## config.mk

```make
export PLATFORM = sky130hd
export DESIGN_NAME = pcs_decoder
export DESIGN_NICKNAME = d
export VERILOG_FILES = /design/src/rtl/pcsd_pkg.sv /design/src/rtl/pcsd_cfg_reg.sv /design/src/rtl/pcsd_window_match.sv /design/src/rtl/pcsd_out_stage.sv /design/src/rtl/pcs_decoder.sv
export SDC_FILE = /design/constraint.sdc
export NUM_CORES = 1
export LEC_CHECK = 0
export CORE_MARGIN = 1.5
export CORE_UTILIZATION = 39
export DETAILED_ROUTE_END_ITERATION = 10
export GPL_ROUTABILITY_DRIVEN = 0
export HOLD_SLACK_MARGIN = 0.02
export PLACE_DENSITY = 0.85
export SLEW_MARGIN = 5
export SYNTH_ARGS = -nofsm -noshare
export SYNTH_HDL_FRONTEND = slang
export SYNTH_HIERARCHICAL = 1
export SYNTH_SLANG_ARGS = --single-unit
```

## constraint.sdc

```tcl
create_clock -name clk -period 2.1 [get_ports clk]
set_input_delay 0.315 -clock clk [delete_from_list [all_inputs] [get_ports clk]]
set_output_delay 0.315 -clock clk [all_outputs]
set_load 0.03 [all_outputs]
```

## src/rtl/pcsd_pkg.sv

```systemverilog
package pcsd_pkg;

    localparam int ADDR_W     = 20;
    localparam int WIN_BITS   = 8;
    localparam int ALIGN_BITS = 10;
    localparam int NUM_SEL    = 4;
    localparam int PAGE_W     = ADDR_W - WIN_BITS;
    localparam int BASE_W     = ADDR_W - ALIGN_BITS;
    localparam int IDX_W      = ALIGN_BITS - WIN_BITS;
    localparam int MAX_WIN    = 1 << IDX_W;

    typedef enum logic {
        SPACE_IO  = 1'b0,
        SPACE_MEM = 1'b1
    } space_e;

    typedef struct packed {
        logic              valid;
        space_e            space;
        logic [BASE_W-1:0] base;
    } cfg_t;

    typedef struct packed {
        logic              active;
        space_e            space;
        logic [BASE_W-1:0] blk;
        logic [IDX_W-1:0]  idx;
    } cycle_t;

    function automatic space_e to_space(input logic is_mem);
        return is_mem ? SPACE_MEM : SPACE_IO;
    endfunction

    function automatic cycle_t split_cycle(input logic [PAGE_W-1:0] page,
                                           input logic is_mem,
                                           input logic active);
        cycle_t c;
        c.active = active;
        c.space  = to_space(is_mem);
        c.blk    = page[PAGE_W-1:IDX_W];
        c.idx    = page[IDX_W-1:0];
        return c;
    endfunction

    function automatic logic block_hit(input cfg_t cfg, input cycle_t cyc);
        return cfg.valid && cyc.active && (cyc.space == cfg.space)
               && (cyc.blk == cfg.base);
    endfunction

endpackage

```

## src/rtl/pcsd_cfg_reg.sv

```systemverilog
module pcsd_cfg_reg
    import pcsd_pkg::*;
(
    input  logic              clk,
    input  logic              rst,
    input  logic              we,
    input  logic [BASE_W-1:0] base_in,
    input  logic              mem_in,
    output cfg_t              cfg_q
);

    always_ff @(posedge clk) begin
        if (rst) begin
            cfg_q.valid <= 1'b0;
            cfg_q.space <= SPACE_IO;
            cfg_q.base  <= '0;
        end else if (we) begin
            cfg_q.valid <= 1'b1;
            cfg_q.space <= to_space(mem_in);
            cfg_q.base  <= base_in;
        end
    end

    assert_write_loads_R3: assert property (@(posedge clk) disable iff (rst)
        we |=> (cfg_q.valid && cfg_q.base == $past(base_in)
                && cfg_q.space == to_space($past(mem_in))));

    assert_keep_without_write_R3: assert property (@(posedge clk) disable iff (rst)
        !we |=> $stable(cfg_q));

endmodule

```

## src/rtl/pcsd_window_match.sv

```systemverilog
module pcsd_window_match
    import pcsd_pkg::*;
#(
    parameter int N_SEL = NUM_SEL
)(
    input  cfg_t             cfg,
    input  cycle_t           cyc,
    output logic [N_SEL-1:0] sel
);

    logic hit;

    always_comb hit = block_hit(cfg, cyc);

    for (genvar i = 0; i < N_SEL; i++) begin : g_win
        if (i < MAX_WIN) begin : g_fit
            always_comb sel[i] = hit && (cyc.idx == IDX_W'(i));
        end else begin : g_none
            always_comb sel[i] = 1'b0;
        end
    end

endmodule

```

## src/rtl/pcsd_out_stage.sv

```systemverilog
module pcsd_out_stage
    import pcsd_pkg::*;
#(
    parameter int N_SEL = NUM_SEL
)(
    input  logic             clk,
    input  logic             rst,
    input  logic             hold,
    input  logic [N_SEL-1:0] sel,
    output logic [N_SEL-1:0] pcs_n
);

    always_ff @(posedge clk) begin
        if (rst || hold) begin
            pcs_n <= '1;
        end else begin
            pcs_n <= ~sel;
        end
    end

    assert_reset_high_R5: assert property (@(posedge clk)
        rst |=> (&pcs_n));

    assert_hold_high_R6: assert property (@(posedge clk) disable iff (rst)
        hold |=> (&pcs_n));

    assert_single_select_R9: assert property (@(posedge clk) disable iff (rst)
        $onehot0(~pcs_n));

endmodule

```

## src/rtl/pcs_decoder.sv

```systemverilog
module pcs_decoder
    import pcsd_pkg::*;
#(
    parameter int N_SEL = NUM_SEL
)(
    input  logic              clk,
    input  logic              rst,
    input  logic              cfg_we,
    input  logic [BASE_W-1:0] cfg_base_blk,
    input  logic              cfg_mem_space,
    input  logic [PAGE_W-1:0] bus_page,
    input  logic              bus_is_mem,
    input  logic              bus_active,
    input  logic              hold_granted,
    output logic [N_SEL-1:0]  pcs_n
);

    cfg_t             cfg_q;
    cycle_t           cyc;
    logic [N_SEL-1:0] sel;

    always_comb cyc = split_cycle(bus_page, bus_is_mem, bus_active);

    pcsd_cfg_reg u_cfg (
        .clk     (clk),
        .rst     (rst),
        .we      (cfg_we),
        .base_in (cfg_base_blk),
        .mem_in  (cfg_mem_space),
        .cfg_q   (cfg_q)
    );

    pcsd_window_match #(.N_SEL(N_SEL)) u_match (
        .cfg (cfg_q),
        .cyc (cyc),
        .sel (sel)
    );

    pcsd_out_stage #(.N_SEL(N_SEL)) u_out (
        .clk   (clk),
        .rst   (rst),
        .hold  (hold_granted),
        .sel   (sel),
        .pcs_n (pcs_n)
    );

    assert_space_gate_R4: assert property (@(posedge clk) disable iff (rst)
        (to_space(bus_is_mem) != cfg_q.space) |=> (&pcs_n));

    assert_unprogrammed_R7: assert property (@(posedge clk) disable iff (rst)
        !cfg_q.valid |=> (&pcs_n));

    assert_active_gate_R8: assert property (@(posedge clk) disable iff (rst)
        !bus_active |=> (&pcs_n));

    assert_outside_block_R1: assert property (@(posedge clk) disable iff (rst)
        (cyc.blk != cfg_q.base) |=> (&pcs_n));

    assert_index_R2: assert property (@(posedge clk) disable iff (rst)
        (cfg_q.valid && bus_active && !hold_granted
         && to_space(bus_is_mem) == cfg_q.space
         && cyc.blk == cfg_q.base && int'(cyc.idx) < N_SEL)
        |=> !pcs_n[$past(cyc.idx)]);

endmodule

```

## Yosys cells after proc, flatten, opt, wreduce, memory -nomap -nowiden

Index checks and enable logic that the tools add are counted.
Widths: inputs -> output; s select.

| word-level totals | value |
|---|---|
| register bits after elaboration | 16 |
| input bits | 29 |

| cells by class | value |
|---|---|
| eq/ne operators | 5 |
| multiplexer cells | 2 |
| bitwise operators | 1 |
| reductions and logical operators | 9 |

Operator list:

| kind | count |
|---|---|
| $eq 10x10->1 | 1 |
| $logic_and 1x1->1 | 7 |
| $eq 2x2->1 const B | 2 |
| $not 4->4 | 1 |
| $eq 2x1->1 const B | 1 |
| $logic_not 2->1 | 1 |
| $mux 1 | 2 |
| $eq 1x1->1 | 1 |
| $logic_or 1x1->1 | 1 |

## Depth between registers and ports, before layout

Gate-level depths: netlist of the first run.

| logic depth | value |
|---|---|
| depth after elaboration | 6 |
| gate-level depth with buffers | 5 |
| gate-level depth less buffers | 5 |

## Cells and area by module

Netlist of the first run, hierarchy kept.

Modules (own cells, without submodules):

| module | instances | cells each | area each (um^2) | seq. area each (um^2) |
|---|---|---|---|---|
| pcsd_cfg_reg | 1 | 38 | 414.1 | 240.2 |
| pcsd_window_match | 1 | 25 | 172.7 | 0.0 |
| pcsd_out_stage | 1 | 8 | 115.1 | 80.1 |

## Worst setup path after synthesis of the first run

Ideal clock, no wire load.

| timing | value |
|---|---|
| path type | register to register |
| from | register u_cfg/cfg_q[0] (netlist name) |
| to | register u_out.pcs_n[2] |
| library setup time | 127 ps |
| arrival | 1679 ps |
| data required time | 1973 ps |
| setup slack | 293 ps |
| stages on the path, launching flop included | 6 |
| path buffers | 0 |
| period minus slack after synthesis | 1807 ps |
| path through | dfxtp_1 > xnor2_1 > o2111ai_1 > or4_4 > nor4b_2 > or3b_1 |

| between the ends | value |
|---|---|
| longest elaborated chain between the ends | 4 |

RTL lines:

| what | RTL line | RTL |
|---|---|---|
| $eq 10x10->1 | pcsd_pkg.sv:47 | `&& (cyc.blk == cfg.base);` |
| $logic_and 1x1->1 | pcsd_pkg.sv:47 |  |
| $logic_and 1x1->1 | pcsd_window_match.sv:17 | `always_comb sel[i] = hit && (cyc.idx == IDX_W'(i));` |
| named net sel[2] | pcs_decoder.sv:20 | `logic [N_SEL-1:0] sel;` |
| $not 4->4 | pcsd_out_stage.sv:17 | `pcs_n <= ~sel;` |
| to (signal assigned) | pcsd_out_stage.sv:17 |  |
| to (decl) | pcsd_out_stage.sv:10 | `output logic [N_SEL-1:0] pcs_n` |

The timed path passes the listed nets, and every way through them passes these cells.
A chain may end at the register's enable or synchronous reset.

## Worst setup path after layout of the first run

| timing | value |
|---|---|
| from | input bus_page[11] |
| to | register u_out.pcs_n[2] |

| between the ends | value |
|---|---|
| longest elaborated chain between the ends | 4 |

RTL lines:

| what | RTL line | RTL |
|---|---|---|
| from (decl) | pcs_decoder.sv:11 | `input logic [PAGE_W-1:0] bus_page,` |
| $eq 10x10->1 | pcsd_pkg.sv:47 |  |
| $logic_and 1x1->1 | pcsd_pkg.sv:47 |  |
| $logic_and 1x1->1 | pcsd_window_match.sv:17 |  |
| named net sel[2] | pcs_decoder.sv:20 |  |
| $not 4->4 | pcsd_out_stage.sv:17 |  |

The timed path passes the listed nets, and every way through them passes these cells.

==> impl_results.md, run 1 <==
* Synth Area in XOR/XNOR at 0.0749
* Detailed Routing Iterations Pass 1 at 5
* Main combinational cell family by area after synthesis: simple AND/OR/NAND/NOR gates
* Power per standard cell area at 552 nW/um2
* Clk_skew at just under 5 ps
* Vias/cell at 4.96
* Final setup viols at 0
* Setup TNS at 0 ps
* GRT Overall Usage at 0.164
* Total nets after synthesis at 100
* R2R depth at 5
* HP Start: u_cfg/cfg_q[11]
* Seq/Total Area, Yosys at 0.456
* Core Footprint at 1710 um2
* Area grow syn2layout at 55.1%
* HP Class: register to register
* Final min period at 2040 ps
* Cell breakdown of the critical path: clkdlybuf4s50_1 > xnor2_1 > nand4_1 > or4_4 > nor4b_2 > or3b_1
* Final core occ at 0.637
* Total gr overflow at 0
* Mapped Cells at 71
* Chip width at 45.4 um
* Slew headroom at 0.788
* Post-synthesis compound-gate area fraction at 0.0570
* Starting Density at 0.411
* Max-slew violations at 0
* Slowest Stage Delay on Critical Path at 590 ps
* DR WL/cell at 11.6 um
* Worst Path Max Fanout at 4
* Number of global-route vias before repair at 646
* Mapped Area at 702 um2
* Unrepaired setup endpoints after global routing: no
* Clock tree sinks at 16
* First-pass GRT wire length at around 2.4 mm
* Critical Path AT at 2210 ps
* Vias at between 600 and 700
* Worst path slowest cell: or4_4
* Final Hold Vio Count at 0
* Worst Hold Path EP: u_cfg/cfg_q[11]
* Min-Delay Path Depth at 2
* Detailed Place HPWL at approximately 1.2 mm
* Row count at 15
* Share of cells above drive strength 1 at 0.0849
* Final net count at ~140
* Synth Area in Simple Gates at 0.201
* Worst Path Class, Setup: input pin to register
* Fmax at 490 MHz
* Synth Area in Adders at 0
* Multiplexer share of the synthesized area at 0.157
* R2R Setup Slk at 190 ps
* Status: finished, final reports clean
* Synth Warn # at 6
* Seq cells post-synth at 16
* Slew @ Worst Pin at 318 ps
* Routed WL at 1.53 mm
* Worst skew pair latency at 290 ps
* R2r endpoint: u_out/pcs_n[2]
* Critical R2R Launch: u_cfg/cfg_q[9]
* H-tree lvl count at 1
* Largest net degree at the start of global routing at 13
* Worst EP required at 2270 ps
* Startpoint type of the worst setup path: input pin
* Post-cts sizing count at 0
* Die area at approximately 2100 um2
* Leakage at 0.418 nW
* Most common cell after layout, fill and taps aside: clkdlybuf4s50_1
* Period utilization at 0.973
* Diodes inserted at 0
* CTS tree: built
* Syn_area_per_cell at 9.89 um2
* Initial DRC Count at 13
* Port buffer count at 32
* Cts hold-fix bufs at 0
* CTS root buf: clkbuf_4
* Max Cap Viol at 0
* I/O pins at 33
* Buffer levels on the longest clock path at 2
* Clock slew at reported path FFs at ~90 ps
* Most frequent cells in the layout: 32 x clkdlybuf4s50_1, 16 x dfxtp_1, 13 x nor2_1, 11 x mux2i_1, 6 x inv_1
* CTS Buf Count at 3
* Peak supply drop at 0.300 mV
* Initial antenna violation count at 0
* Antenna viol nets, final at 0
* Netlist cell types at 19
* Power consumption at 0.000601 W
* Setup Fix Bufs, Post-CTS at 0
* Die Span Y at about 45 um
* Setup crit end kind: register
* Number of remaining DRC errors at 0
-- metal layers --
| layer | vias up | routed length, um | global-route usage |
|---|---|---|---|
| met5 | - | 0 | 0 |
| met4 | 0 | 23 | 0.0765 |
| met1 | 297 | 632 | 0.164 |
| met2 | 33 | 746 | 0.310 |
| met3 | 3 | 123 | 0.0397 |
| li1 | 317 | - | - |
-- per-stage QoR --
stage               setup slack [ps]  hold slack (ps)  area (um2)  std cells
floorplan                        293              387         702         71
global placement                -205              456        1050        128
detailed placement              -258              469        1050        128
CTS                             49.9              486        1080        131
global route                    4.29              495        1090        131
finish                          57.5              484        1090        131
-- flip-flops by register name, indices dropped and copies added, names as in the netlist --
| signal | flops |
|---|---|
| u_out/pcs_n | 4 |
| u_cfg/cfg_q | 12 |
-- synthesized netlist by cell type --
master | number | area share
dfxtp_1 | 16 | 0.46
buf_6 | 1 | 0.016
or4_4 | 1 | 0.016
xor2_1 | 1 | 0.012
clkbuf_1 | 1 | 0.0053
o22ai_1 | 2 | 0.018
a222oi_1 | 1 | 0.014
nand2_1 | 2 | 0.011
nor3_1 | 1 | 0.0071
a221oi_1 | 1 | 0.012
or3b_1 | 4 | 0.050
o2111ai_1 | 1 | 0.012
xnor2_1 | 5 | 0.062
mux2i_1 | 11 | 0.16
nand4_1 | 1 | 0.0089
nor4b_2 | 1 | 0.021
nor2_1 | 13 | 0.070
inv_1 | 6 | 0.032
nor4_1 | 2 | 0.018
-- power by group --
group / switching [W] / leakage, nW / internal (W)
registers: 0.00000841 / 0.132 / 0.000317
logic: 0.0000405 / 0.272 / 0.0000736
clock network: 0.0000948 / 0.0138 / 0.0000667
total: 0.000144 / 0.418 / 0.000457
-- final cells by class --
type                    instances  area (um2)
fillers                       138         619
multi-input cells              47         357
repair buffers                 34         335
flip-flops and latches         16         320
well taps                      25        31.3
clock buffers                   3        22.5
inverters                       6        22.5
-- worst max-delay path: cells and delay by family --
family | cells | cell delay [ps]
AND/OR/NAND/NOR | 4 | 1300
buffers and inverters | 1 | 470
XOR/XNOR | 1 | 130
-- how the worst max path moves through the flow --
stage	start	end	cells past startpoint
floorplan	u_cfg/cfg_q[0]	u_out/pcs_n[2]	5
global placement	bus_page[2]	u_out/pcs_n[2]	6
detailed placement	bus_page[2]	u_out/pcs_n[1]	6
CTS	bus_page[2]	u_out/pcs_n[1]	6
global route	bus_page[11]	u_out/pcs_n[1]	6
finish	bus_page[11]	u_out/pcs_n[2]	6
-- kinds of logic after synthesis --
logic type	Yosys count
flip-flops	16
multiplexers	11
AND/OR/NAND/NOR	25
AO/OA/AOI/OAI	5
XOR/XNOR	6
buffers and inverters	8
(Power assumes the default switching activity.)
==> inputs of run 2 (changes only) <==
--- a/config.mk
+++ b/config.mk
@@ -6,11 +6,11 @@
 export NUM_CORES = 1
 export LEC_CHECK = 0
 export CORE_MARGIN = 1.5
-export CORE_UTILIZATION = 39
+export CORE_UTILIZATION = 30
 export DETAILED_ROUTE_END_ITERATION = 10
 export GPL_ROUTABILITY_DRIVEN = 0
 export HOLD_SLACK_MARGIN = 0.02
-export PLACE_DENSITY = 0.85
+export PLACE_DENSITY = 0.7
 export SLEW_MARGIN = 5
 export SYNTH_ARGS = -nofsm -noshare
 export SYNTH_HDL_FRONTEND = slang
==> run 2 against run 1 <==
Global-route usage shrank 3.1 points. Worst hold slack lost 4.4 ps. Sequential power hardly changed. Highest routed layer unchanged.
==> impl_results.md, run 2 (synthesis gave the netlist of run 1 again) <==
* Area of the multi-input gates at 365 um2 (+2.5%)
* Share of cells above drive strength 1 at 0.0849 (unchanged)
* CTS Buf Count at 3 (unchanged)
* Leakage at 0.426 nW (+2.0%)
* Final non-filler cell total at 134 (+2.3%)
* Startpoint type of the worst setup path: input pin
* CTS root buf: clkbuf_4
* Worst EP required at 2270 ps (about the same)
* Register area at 320 um2 (unchanged)
* Setup crit end: u_out/pcs_n[1]
* Max reg flops at 12 (unchanged)
* Area grow syn2layout at 56.9%
* Worst skew pair latency at 280 ps (about the same)
* DR WL/cell at 11.7 um (+0.26%)
* Final net count at 137 (unchanged)
* Final setup viols at 0 (unchanged)
* Cts hold-fix bufs at 0 (unchanged)
* Row count at 17 (+2)
* Critical R2R Launch: u_cfg/cfg_q[10]
* Final min period at 2070 ps (+26.7 ps)
* Die Span Y at 51.4 um (+13%)
* H-tree lvl count at 1 (unchanged)
* Buffer levels on the longest clock path at 2 (unchanged)
* Port buffer count at 32 (unchanged)
* Detailed Place HPWL at 1.22 mm (+3.2%)
* Largest Register: u_cfg/cfg_q
* Peak supply drop at 0.312 mV (+4.2%)
* Die area at 2640 um2 (+28%)
* Worst Path Max Fanout at 4 (unchanged)
* Chip width at 51.4 um (+13%)
* Fill count at 226 (+64%)
* Clock slew at reported path FFs at 90 ps (about the same)
* Detailed Routing Iterations Pass 1 at 4 (-1)
* Fmax at 483 MHz (-1.3%)
* Inst Count DP at 131 (+2.3%)
* Max-slew violations at 0 (unchanged)
* DP Area at 1060 um2 (+0.36%)
* Number of global-route vias before repair at 628 (-2.8%)
* Diodes inserted at 0 (unchanged)
* CTS tree: built
* I/O pins at 33 (unchanged)
* Period utilization at 0.985 (+0.0127)
* Routed WL at 1.56 mm (+2.6%)
* Largest net degree at the start of global routing at 13 (unchanged)
* Initial antenna violation count at 0 (unchanged)
* Biggest regs: u_cfg/cfg_q x12, u_out/pcs_n x4
* Clock tree sinks at 16 (unchanged)
* Slew headroom at 0.762 (-0.0256)
* Final Hold Vio Count at 0 (unchanged)
* GRT Overall Usage at 0.133 (-0.0305)
* Most frequent cells in the layout: 32 x clkdlybuf4s50_1, 16 x dfxtp_1, 13 x nor2_1, 11 x mux2i_1, 6 x inv_1
* Setup crit end kind: register
* Hold WS at 479 ps (-4.40 ps)
* Core Footprint at 2210 um2 (+30%)
* Status: finished, final reports clean
* Most common cell after layout, fill and taps aside: clkdlybuf4s50_1
* R2R Setup Slk at 170 ps (-20 ps)
* Initial DRC Count at 13 (unchanged)
* Power per standard cell area at 544 nW/um2 (-1.5%)
* Setup Fix Bufs, Post-CTS at 0 (unchanged)
* First-pass GRT wire length at 2.64 mm (+8.5%)
* Number of remaining DRC errors at 0 (unchanged)
* Total gr overflow at 0 (unchanged)
* R2R depth at 5 (unchanged)
* R2r endpoint: u_out/pcs_n[1]
* HP Class: register to register
* Antenna viol nets, final at 0 (unchanged)
* Max Cap Viol at 0 (unchanged)
* Critical Path AT at 2240 ps (+30 ps)
* Clk_skew at 2.37 ps (-2.53 ps)
* Min-Delay Path Depth at 2 (unchanged)
* Vias/cell at 4.80 (-3.3%)
* Vias at 643 (-1.1%)
* Slew @ Worst Pin at 356 ps (+38.2 ps)
* Crit path launch: bus_is_mem
* Starting Density at 0.317 (-0.0937)
* Finished Cell Area at 1100 um2 (+1.2%)
* Worst Path Class, Setup: input pin to register
## run 2: changes by cell type in the layout (fill, tap and decap cells not counted)
cell | previous run | this run
nor4b_2 | 1 | 0
nor4b_4 | 0 | 1
## run 2: metrics by stage
step	total power [W]	setup WS (ps)	util	TNS [ps]
floorplan	0.000377	293	-	0
global placement	0.000443	-209	0.478	-733
detailed placement	0.000446	-289	0.478	-972
CTS	0.000605	22.8	0.488	0
global route	0.000629	-29.9	0.498	-29.9
finish	0.000599	30.8	0.498	0
## run 2: cell type report
| type | count | share of cell area |
|---|---|---|
| clock buffers | 3 | 0.0205 |
| repair buffers | 34 | 0.305 |
| flip-flops and latches | 16 | 0.291 |
| well taps | 28 | 0.0318 |
| multi-input cells | 47 | 0.332 |
| inverters | 6 | 0.0205 |
## run 2: worst min path at each step
stage	endpoint	from	slack [ps]
after floorplan	u_cfg/cfg_q[7]	rst	390
after global placement	u_cfg/cfg_q[11]	u_cfg/cfg_q[11]	460
after detailed placement	u_cfg/cfg_q[11]	u_cfg/cfg_q[11]	460
after CTS	u_cfg/cfg_q[11]	u_cfg/cfg_q[11]	480
after global routing	u_cfg/cfg_q[11]	u_cfg/cfg_q[11]	510
final	u_cfg/cfg_q[11]	u_cfg/cfg_q[11]	480
## run 2: what timing repair did
| action | 4_1_cts | 5_1_grt |
|---|---|---|
| hold endpoints to repair | 0 | 0 |
| gates resized for setup | 0 | 3 |
| endpoints found under the setup margin | 0 | 4 |
## run 2: per-layer routing
| metal | routed length, um | GRT usage | vias to the layer above | share of wire |
|---|---|---|---|---|
| met4 | 14 | 0.0526 | 0 | 0.0090 |
| met5 | 0 | 0 | - | 0 |
| met1 | 698 | 0.150 | 292 | 0.45 |
| met3 | 112 | 0.0263 | 4 | 0.072 |
| met2 | 739 | 0.244 | 31 | 0.47 |
| li1 | - | - | 316 | - |
## run 2: critical path, stage by stage
cell and delay [ps]:
clkdlybuf4s50_1 470, xnor2_1 120, nand4_1 120, or4_4 600, nor4_2 240, or3b_1 370
## run 2: report_power, final
| part | internal (W) | leakage (nW) | switching, W | total, W |
|---|---|---|---|---|
| Combinational | 0.0000740 | 0.281 | 0.0000414 | 0.000115 |
| Clock | 0.0000665 | 0.0138 | 0.0000917 | 0.000158 |
| Sequential | 0.000317 | 0.132 | 0.00000800 | 0.000325 |
| Total | 0.000458 | 0.426 | 0.000141 | 0.000599 |
